### config.mk
export PLATFORM = sky130hd
export DESIGN_NAME = cmd_resp_capture
export DESIGN_NICKNAME = d
export VERILOG_FILES = /design/src/rtl/cmdcap_pkg.sv /design/src/rtl/cmdcap_judge.sv /design/src/rtl/cmdcap_ctrl.sv /design/src/rtl/cmdcap_collect.sv /design/src/rtl/cmdcap_store.sv /design/src/rtl/cmd_resp_capture.sv
export SDC_FILE = /design/constraint.sdc
export NUM_CORES = 1
export LEC_CHECK = 0
export BUFFER_PORTS_ARGS = -buffer_cell sky130_fd_sc_hd__buf_2
export CAP_MARGIN = 15
export CORE_MARGIN = 2
export CORE_UTILIZATION = 45
export DETAILED_ROUTE_END_ITERATION = 10
export HOLD_SLACK_MARGIN = 0.15
export PLACE_DENSITY = 0.67
export SYNTH_ARGS = -nofsm -noshare
export SYNTH_HDL_FRONTEND = slang
export SYNTH_SLANG_ARGS = --single-unit
### constraint.sdc
create_clock -name clk_i -period 1.9 [get_ports clk_i]
set_input_delay 0.38 -clock clk_i [delete_from_list [all_inputs] [get_ports clk_i]]
set_output_delay 0.38 -clock clk_i [all_outputs]
set_load 0.01 [all_outputs]
### src/rtl/cmdcap_pkg.sv
package cmdcap_pkg;
    localparam int CMD_W     = 11;
    localparam int IDX_W     = 6;
    localparam int ARG_W     = 32;
    localparam int WORD_W    = 32;
    localparam int NWORD     = 4;
    localparam int BPW       = WORD_W / 8;
    localparam int NBYTE     = NWORD * BPW;
    localparam int BIDX_W    = $clog2(NBYTE);
    localparam int CNT_W     = $clog2(NBYTE + 1);
    localparam int LEN_W     = $clog2(NBYTE) + 1;
    localparam int SHORT_LEN = BPW;
    localparam int FULL_LEN  = NBYTE;

    // control bit positions within the command word
    localparam int CB_EXPECT = 6;
    localparam int CB_LONG   = 7;
    localparam int CB_EN     = 10;

    typedef enum logic [1:0] {
        ST_IDLE  = 2'd0,
        ST_ISSUE = 2'd1,
        ST_WAIT  = 2'd2
    } ctl_state_e;

    typedef enum logic [1:0] {
        OUT_NONE = 2'd0,
        OUT_SENT = 2'd1,
        OUT_REND = 2'd2,
        OUT_TMO  = 2'd3
    } verdict_e;
endpackage

### src/rtl/cmdcap_judge.sv
module cmdcap_judge
    import cmdcap_pkg::*;
(
    input  logic             expect_i,
    input  logic             long_i,
    input  logic             err_i,
    input  logic [LEN_W-1:0] len_i,
    output verdict_e         verdict_o,
    output logic             full_o
);
    logic is_short;
    logic is_full;

    always_comb begin
        is_short = (len_i == LEN_W'(SHORT_LEN));
        is_full  = (len_i == LEN_W'(FULL_LEN));
        full_o   = is_full;
        if (err_i) begin
            verdict_o = OUT_TMO;
        end else if (!expect_i) begin
            verdict_o = OUT_SENT;
        end else if (len_i == '0) begin
            verdict_o = OUT_TMO;
        end else if (is_short && long_i) begin
            verdict_o = OUT_TMO;
        end else if (!is_short && !is_full) begin
            verdict_o = OUT_TMO;
        end else begin
            verdict_o = OUT_REND;
        end
    end
endmodule

### src/rtl/cmdcap_ctrl.sv
module cmdcap_ctrl
    import cmdcap_pkg::*;
(
    input  logic             clk_i,
    input  logic             rst_ni,
    input  logic             start_i,
    input  logic [CMD_W-1:0] cmd_i,
    input  logic [ARG_W-1:0] arg_i,
    input  logic             done_i,
    input  verdict_e         verdict_i,
    output logic             req_valid_o,
    output logic             busy_o,
    output logic             en_o,
    output logic             wait_o,
    output logic             clear_o,
    output logic             capture_o,
    output logic             expect_o,
    output logic             long_o,
    output logic [IDX_W-1:0] idx_o,
    output logic [ARG_W-1:0] arg_o,
    output logic             sent_o,
    output logic             rend_o,
    output logic             tmo_o
);
    typedef struct packed {
        ctl_state_e       st;
        logic [IDX_W-1:0] idx;
        logic [ARG_W-1:0] arg;
        logic             expect_r;
        logic             long_r;
        logic             en;
        logic             sent;
        logic             rend;
        logic             tmo;
    } ctl_t;

    ctl_t q, d;
    logic launch;
    logic finish;

    always_comb begin
        d      = q;
        launch = (q.st == ST_IDLE) && start_i && cmd_i[CB_EN];
        finish = (q.st == ST_WAIT) && done_i;
        unique case (q.st)
            ST_IDLE: begin
                if (launch) begin
                    d.st       = ST_ISSUE;
                    d.idx      = cmd_i[IDX_W-1:0];
                    d.arg      = arg_i;
                    d.expect_r = cmd_i[CB_EXPECT];
                    d.long_r   = cmd_i[CB_LONG];
                    d.en       = 1'b1;
                    d.sent     = 1'b0;
                    d.rend     = 1'b0;
                    d.tmo      = 1'b0;
                end
            end
            ST_ISSUE: d.st = ST_WAIT;
            ST_WAIT: begin
                if (finish) begin
                    d.st   = ST_IDLE;
                    d.en   = 1'b0;
                    d.sent = (verdict_i == OUT_SENT);
                    d.rend = (verdict_i == OUT_REND);
                    d.tmo  = (verdict_i == OUT_TMO);
                end
            end
            default: d.st = ST_IDLE;
        endcase
    end

    always_ff @(posedge clk_i or negedge rst_ni) begin
        if (!rst_ni) begin
            q <= '0;
        end else begin
            q <= d;
        end
    end

    assign req_valid_o = (q.st == ST_ISSUE);
    assign busy_o      = (q.st != ST_IDLE);
    assign en_o        = q.en;
    assign wait_o      = (q.st == ST_WAIT);
    assign clear_o     = launch;
    assign capture_o   = finish && (verdict_i == OUT_REND);
    assign expect_o    = q.expect_r;
    assign long_o      = q.long_r;
    assign idx_o       = q.idx;
    assign arg_o       = q.arg;
    assign sent_o      = q.sent;
    assign rend_o      = q.rend;
    assign tmo_o       = q.tmo;
endmodule

### src/rtl/cmdcap_collect.sv
module cmdcap_collect
    import cmdcap_pkg::*;
(
    input  logic                         clk_i,
    input  logic                         rst_ni,
    input  logic                         clear_i,
    input  logic                         take_i,
    input  logic [7:0]                   byte_i,
    output logic [NWORD-1:0][WORD_W-1:0] word_nx_o
);
    typedef struct packed {
        logic [CNT_W-1:0]      cnt;
        logic [NBYTE-1:0][7:0] bytes;
    } col_t;

    col_t q, d;

    always_comb begin
        d = q;
        if (clear_i) begin
            d = '0;
        end else if (take_i && (q.cnt < CNT_W'(NBYTE))) begin
            d.bytes[q.cnt[BIDX_W-1:0]] = byte_i;
            d.cnt                      = q.cnt + CNT_W'(1);
        end
    end

    // big-endian packing from the next-state buffer, so a byte taken on
    // the closing edge is already visible to the result registers
    always_comb begin
        for (int k = 0; k < NWORD; k++) begin
            for (int j = 0; j < BPW; j++) begin
                word_nx_o[k][WORD_W-1-8*j -: 8] = d.bytes[k*BPW + j];
            end
        end
    end

    always_ff @(posedge clk_i or negedge rst_ni) begin
        if (!rst_ni) begin
            q <= '0;
        end else begin
            q <= d;
        end
    end
endmodule

### src/rtl/cmdcap_store.sv
module cmdcap_store
    import cmdcap_pkg::*;
(
    input  logic                         clk_i,
    input  logic                         rst_ni,
    input  logic                         capture_i,
    input  logic                         full_i,
    input  logic [NWORD-1:0][WORD_W-1:0] word_nx_i,
    output logic [NWORD-1:0][WORD_W-1:0] words_o
);
    typedef struct packed {
        logic [NWORD-1:0][WORD_W-1:0] w;
    } store_t;

    store_t q, d;

    always_comb begin
        d = q;
        if (capture_i) begin
            for (int k = 0; k < NWORD; k++) begin
                if (k == 0 || full_i) begin
                    d.w[k] = word_nx_i[k];
                end else begin
                    d.w[k] = '0;
                end
            end
            if (full_i) begin
                d.w[NWORD-1][0] = 1'b0;
            end
        end
    end

    always_ff @(posedge clk_i or negedge rst_ni) begin
        if (!rst_ni) begin
            q <= '0;
        end else begin
            q <= d;
        end
    end

    assign words_o = q.w;
endmodule

### src/rtl/cmd_resp_capture.sv
module cmd_resp_capture
    import cmdcap_pkg::*;
(
    input  logic              clk_i,
    input  logic              rst_ni,
    input  logic              start_i,
    input  logic [CMD_W-1:0]  cmd_word_i,
    input  logic [ARG_W-1:0]  cmd_arg_i,
    output logic              req_valid_o,
    output logic [IDX_W-1:0]  req_index_o,
    output logic [ARG_W-1:0]  req_arg_o,
    input  logic              rsp_valid_i,
    input  logic [7:0]        rsp_byte_i,
    input  logic              rsp_end_i,
    input  logic [LEN_W-1:0]  rsp_len_i,
    input  logic              rsp_err_i,
    output logic [WORD_W-1:0] resp_word0_o,
    output logic [WORD_W-1:0] resp_word1_o,
    output logic [WORD_W-1:0] resp_word2_o,
    output logic [WORD_W-1:0] resp_word3_o,
    output logic              busy_o,
    output logic              cmd_enable_o,
    output logic              flag_sent_o,
    output logic              flag_resp_end_o,
    output logic              flag_timeout_o
);
    logic     launch;
    logic     waiting;
    logic     capture;
    logic     expect_s;
    logic     long_s;
    logic     full_s;
    verdict_e verdict;
    logic [NWORD-1:0][WORD_W-1:0] word_nx;
    logic [NWORD-1:0][WORD_W-1:0] words;

    cmdcap_ctrl u_ctrl (
        .clk_i       (clk_i),
        .rst_ni      (rst_ni),
        .start_i     (start_i),
        .cmd_i       (cmd_word_i),
        .arg_i       (cmd_arg_i),
        .done_i      (rsp_end_i),
        .verdict_i   (verdict),
        .req_valid_o (req_valid_o),
        .busy_o      (busy_o),
        .en_o        (cmd_enable_o),
        .wait_o      (waiting),
        .clear_o     (launch),
        .capture_o   (capture),
        .expect_o    (expect_s),
        .long_o      (long_s),
        .idx_o       (req_index_o),
        .arg_o       (req_arg_o),
        .sent_o      (flag_sent_o),
        .rend_o      (flag_resp_end_o),
        .tmo_o       (flag_timeout_o)
    );

    cmdcap_judge u_judge (
        .expect_i  (expect_s),
        .long_i    (long_s),
        .err_i     (rsp_err_i),
        .len_i     (rsp_len_i),
        .verdict_o (verdict),
        .full_o    (full_s)
    );

    cmdcap_collect u_collect (
        .clk_i     (clk_i),
        .rst_ni    (rst_ni),
        .clear_i   (launch),
        .take_i    (waiting && rsp_valid_i),
        .byte_i    (rsp_byte_i),
        .word_nx_o (word_nx)
    );

    cmdcap_store u_store (
        .clk_i     (clk_i),
        .rst_ni    (rst_ni),
        .capture_i (capture),
        .full_i    (full_s),
        .word_nx_i (word_nx),
        .words_o   (words)
    );

    assign resp_word0_o = words[0];
    assign resp_word1_o = words[1];
    assign resp_word2_o = words[2];
    assign resp_word3_o = words[3];
endmodule

==> metrics.yaml <==
hold_violations: 0
worstSkewPairLatency_ns: 0.57
slew_viol_final: 0
dr_total_vias: 8230
yosysWarnings: 0
root_buffer: "clkbuf_16"
synth_edf_count: 0
dp_slack_ns: 0.04897
fin_nets: 1329
yosys.area.top_type: "dfrtp_1"
drtIter0Drc: 464
cp-start-kind: "flip-flop"
grt_max_degree: 84
ir_drop_mv: 0.8032
routed_wl_mm: 28.97
syn_to_final_growth_pct: 23.93
grt_pass1_wl_mm: 46.38
chipWidth_um: 168.5
fp.dieArea_um2: 28400
clock-sinks: 306
cts_tree: "yes"
crit_arrival_ns: 1.47
relSlewSlack: 0.6014
fin_area_um2: 15090
finalCritPeriodShare: 0.9715
end_kind: "output port"
dr.pass1.iters: 5
yosysUniqueCellTypes: 37
rsz0062_at_grt: "yes"
dp_hpwl_mm: 17.90
port_buffers: 231
worst_path_largest_cell_delay_ns: 0.38
crit_required_ns: 1.52
vias_per_cell: 5.055
ys_seq_area_frac: 0.6287
finalClockSkew_ns: 0.01684
gr-total-overflow: 0
grtUsageTotal: 0.2049
drive_gt1_frac: 0.2953
fmax_mhz: 541.8
use_met1: 0.2832
htreeDepth: 1
antenna_found_initial: 0
diodes: 0
netlist_area_um2: 12180
ys_ff_latch: 306
maxCapViolCount: 0
routabilityCongestion: 0.7386
synthArstFlopShare: 1.000
postRouteAntennaNets: 0
wire_per_inst_um: 17.79
status: "complete, no violations"
hold_class: "input pin to async pin"
worst_pin_slew_ns: 0.5979
cpMaxStageDelayCell: "dfrtp_1"
fin_ws_ns: 0.05414
cts_made_buffers: 31
p_per_area_nw_per_um2: 995.5
hold_slack_ns: 0.2563
grt_pass1_vias: 8266
synth.top_cell.area_share: 0.6287
p_leak_nw: 8.056
crit_type: "flip-flop to output port"
path_cells: "buf_4 -> or2_4 -> buf_6"
setup-tns-final_ns: 0
path_clk_slew_ns: 0.06
dpl_cell_area_um2: 13540
grt.busiest_layer: "met2"
ys_top_cells_by_area: "dfrtp_1, mux2i_1, nor2_1"
clockBufferDepth: 3
rows: 60
period_minus_slack_ns: 1.846
pin_count: 234
synth_flop_cell: "dfrtp_1"
start_util: 0.4557
gr-usage-met3: 0.03250
synth_nets: 1088
path_max_fanout: 6
synth_area_per_cell_um2: 11.92
yosys-top-cells-count: "dfrtp_1, nor2_1, nand2_1"
drc: 0
grtUsageMet2: 0.3417
die_y_um: 168.5
coreArea_um2: 26730
synth_cells: 1022
finalSetupViolCount: 0
post-synth-top-count-cell: "dfrtp_1"
==> cell type report <==
| cell class | instances | area [µm²] |
|---|---|---|
| inverters | 3 | 11.26 |
| repair buffers | 312 | 2061 |
| multi-input cells | 609 | 3860 |
| well taps | 341 | 426.7 |
| fillers | 2299 | 11630 |
| flip-flops and latches | 306 | 7659 |
| clock buffers | 47 | 905.9 |
| clock inverters | 10 | 170.2 |
==> critical path, delay by kind of cell (launching register included) <==
family,cells,cell delay [ns]
flops,1,0.38
buf+inv,2,0.28
simple gates,1,0.24
==> cells by family after synthesis <==
family | Yosys count | share of synthesized area
flops | 306 | 0.6287
simple gates | 301 | 0.1090
mux | 167 | 0.1414
compound gates | 134 | 0.05691
buf+inv | 107 | 0.05774
fa+ha+maj | 4 | 0.004109
xor+xnor | 3 | 0.002158
==> power breakdown <==
part	total, mW	switching, mW	internal (mW)	leakage (nW)
combinational	1.63	0.908	0.717	3.36
sequential	7.08	0.191	6.89	4.17
clock	6.32	2.49	3.83	0.521
total	15.0	3.59	11.4	8.06
==> final timing paths <==
check | end | slack [ns] | cells past startpoint | from
setup / recovery | busy_o | 0.05 | 3 | u_ctrl.q[44]
hold / removal | u_store.words_o[96] | 0.26 | 2 | rst_ni
setup reg to reg | u_store.words_o[126] | 0.08 | 5 | u_collect.q[132]
hold reg to reg | u_ctrl.tmo_o | 0.47 | 2 | u_ctrl.tmo_o
max in group asynchronous | u_collect.q[90] | 0.98 | 3 | rst_ni
min in group clk_i | u_ctrl.q[45] | 0.28 | 3 | rsp_end_i
==> what timing repair did <==
item                       4_1_cts  5_1_grt
hold endpoints to repair       347        0
pin swaps                        0        1
setup buffers                    0        3
setup endpoints to repair        1       60
resized for setup                2        5
hold buffers                    42        0
==> registers in the layout, indices dropped and copies added, names as in the netlist <==
signal           flops
u_ctrl.sent_o        1
u_ctrl.idx_o         6
u_ctrl.rend_o        1
u_store.words_o    128
u_ctrl.tmo_o         1
u_ctrl.expect_o      1
u_ctrl.arg_o        32
u_ctrl.en_o          1
u_ctrl.q             2
u_ctrl.long_o        1
u_collect.q        132
==> metrics by stage <==
stage / util / instances / total power, mW
2_1_floorplan: - / 1022 / 8.264
3_3_place_gp: 0.5066 / 1526 / 8.674
3_5_place_dp: 0.5066 / 1526 / 8.734
4_1_cts: 0.5630 / 1625 / 15.16
5_1_grt: 0.5647 / 1628 / 15.66
6_report: 0.5647 / 1628 / 15.03
==> routing by layer <==
layer  part of all wire  wire length [µm]
met5                  0                 0
met4              0.020               582
met3              0.054              1556
met2               0.49             14180
met1               0.44             12650
==> placed cells by master (no fill, tap or decap), types with 7 or more instances in the layout <==
cell type / n
mux2i_1: 125
nor2_1: 135
clkbuf_1: 9
dfrtp_1: 305
o21ai_1: 51
mux2_2: 40
o21ai_0: 76
clkbuf_8: 7
buf_2: 229
nand2_1: 133
buf_12: 14
clkbuf_16: 31
dlygate4sd3_1: 42
buf_4: 25
Power figures use the tool's default switching activity.
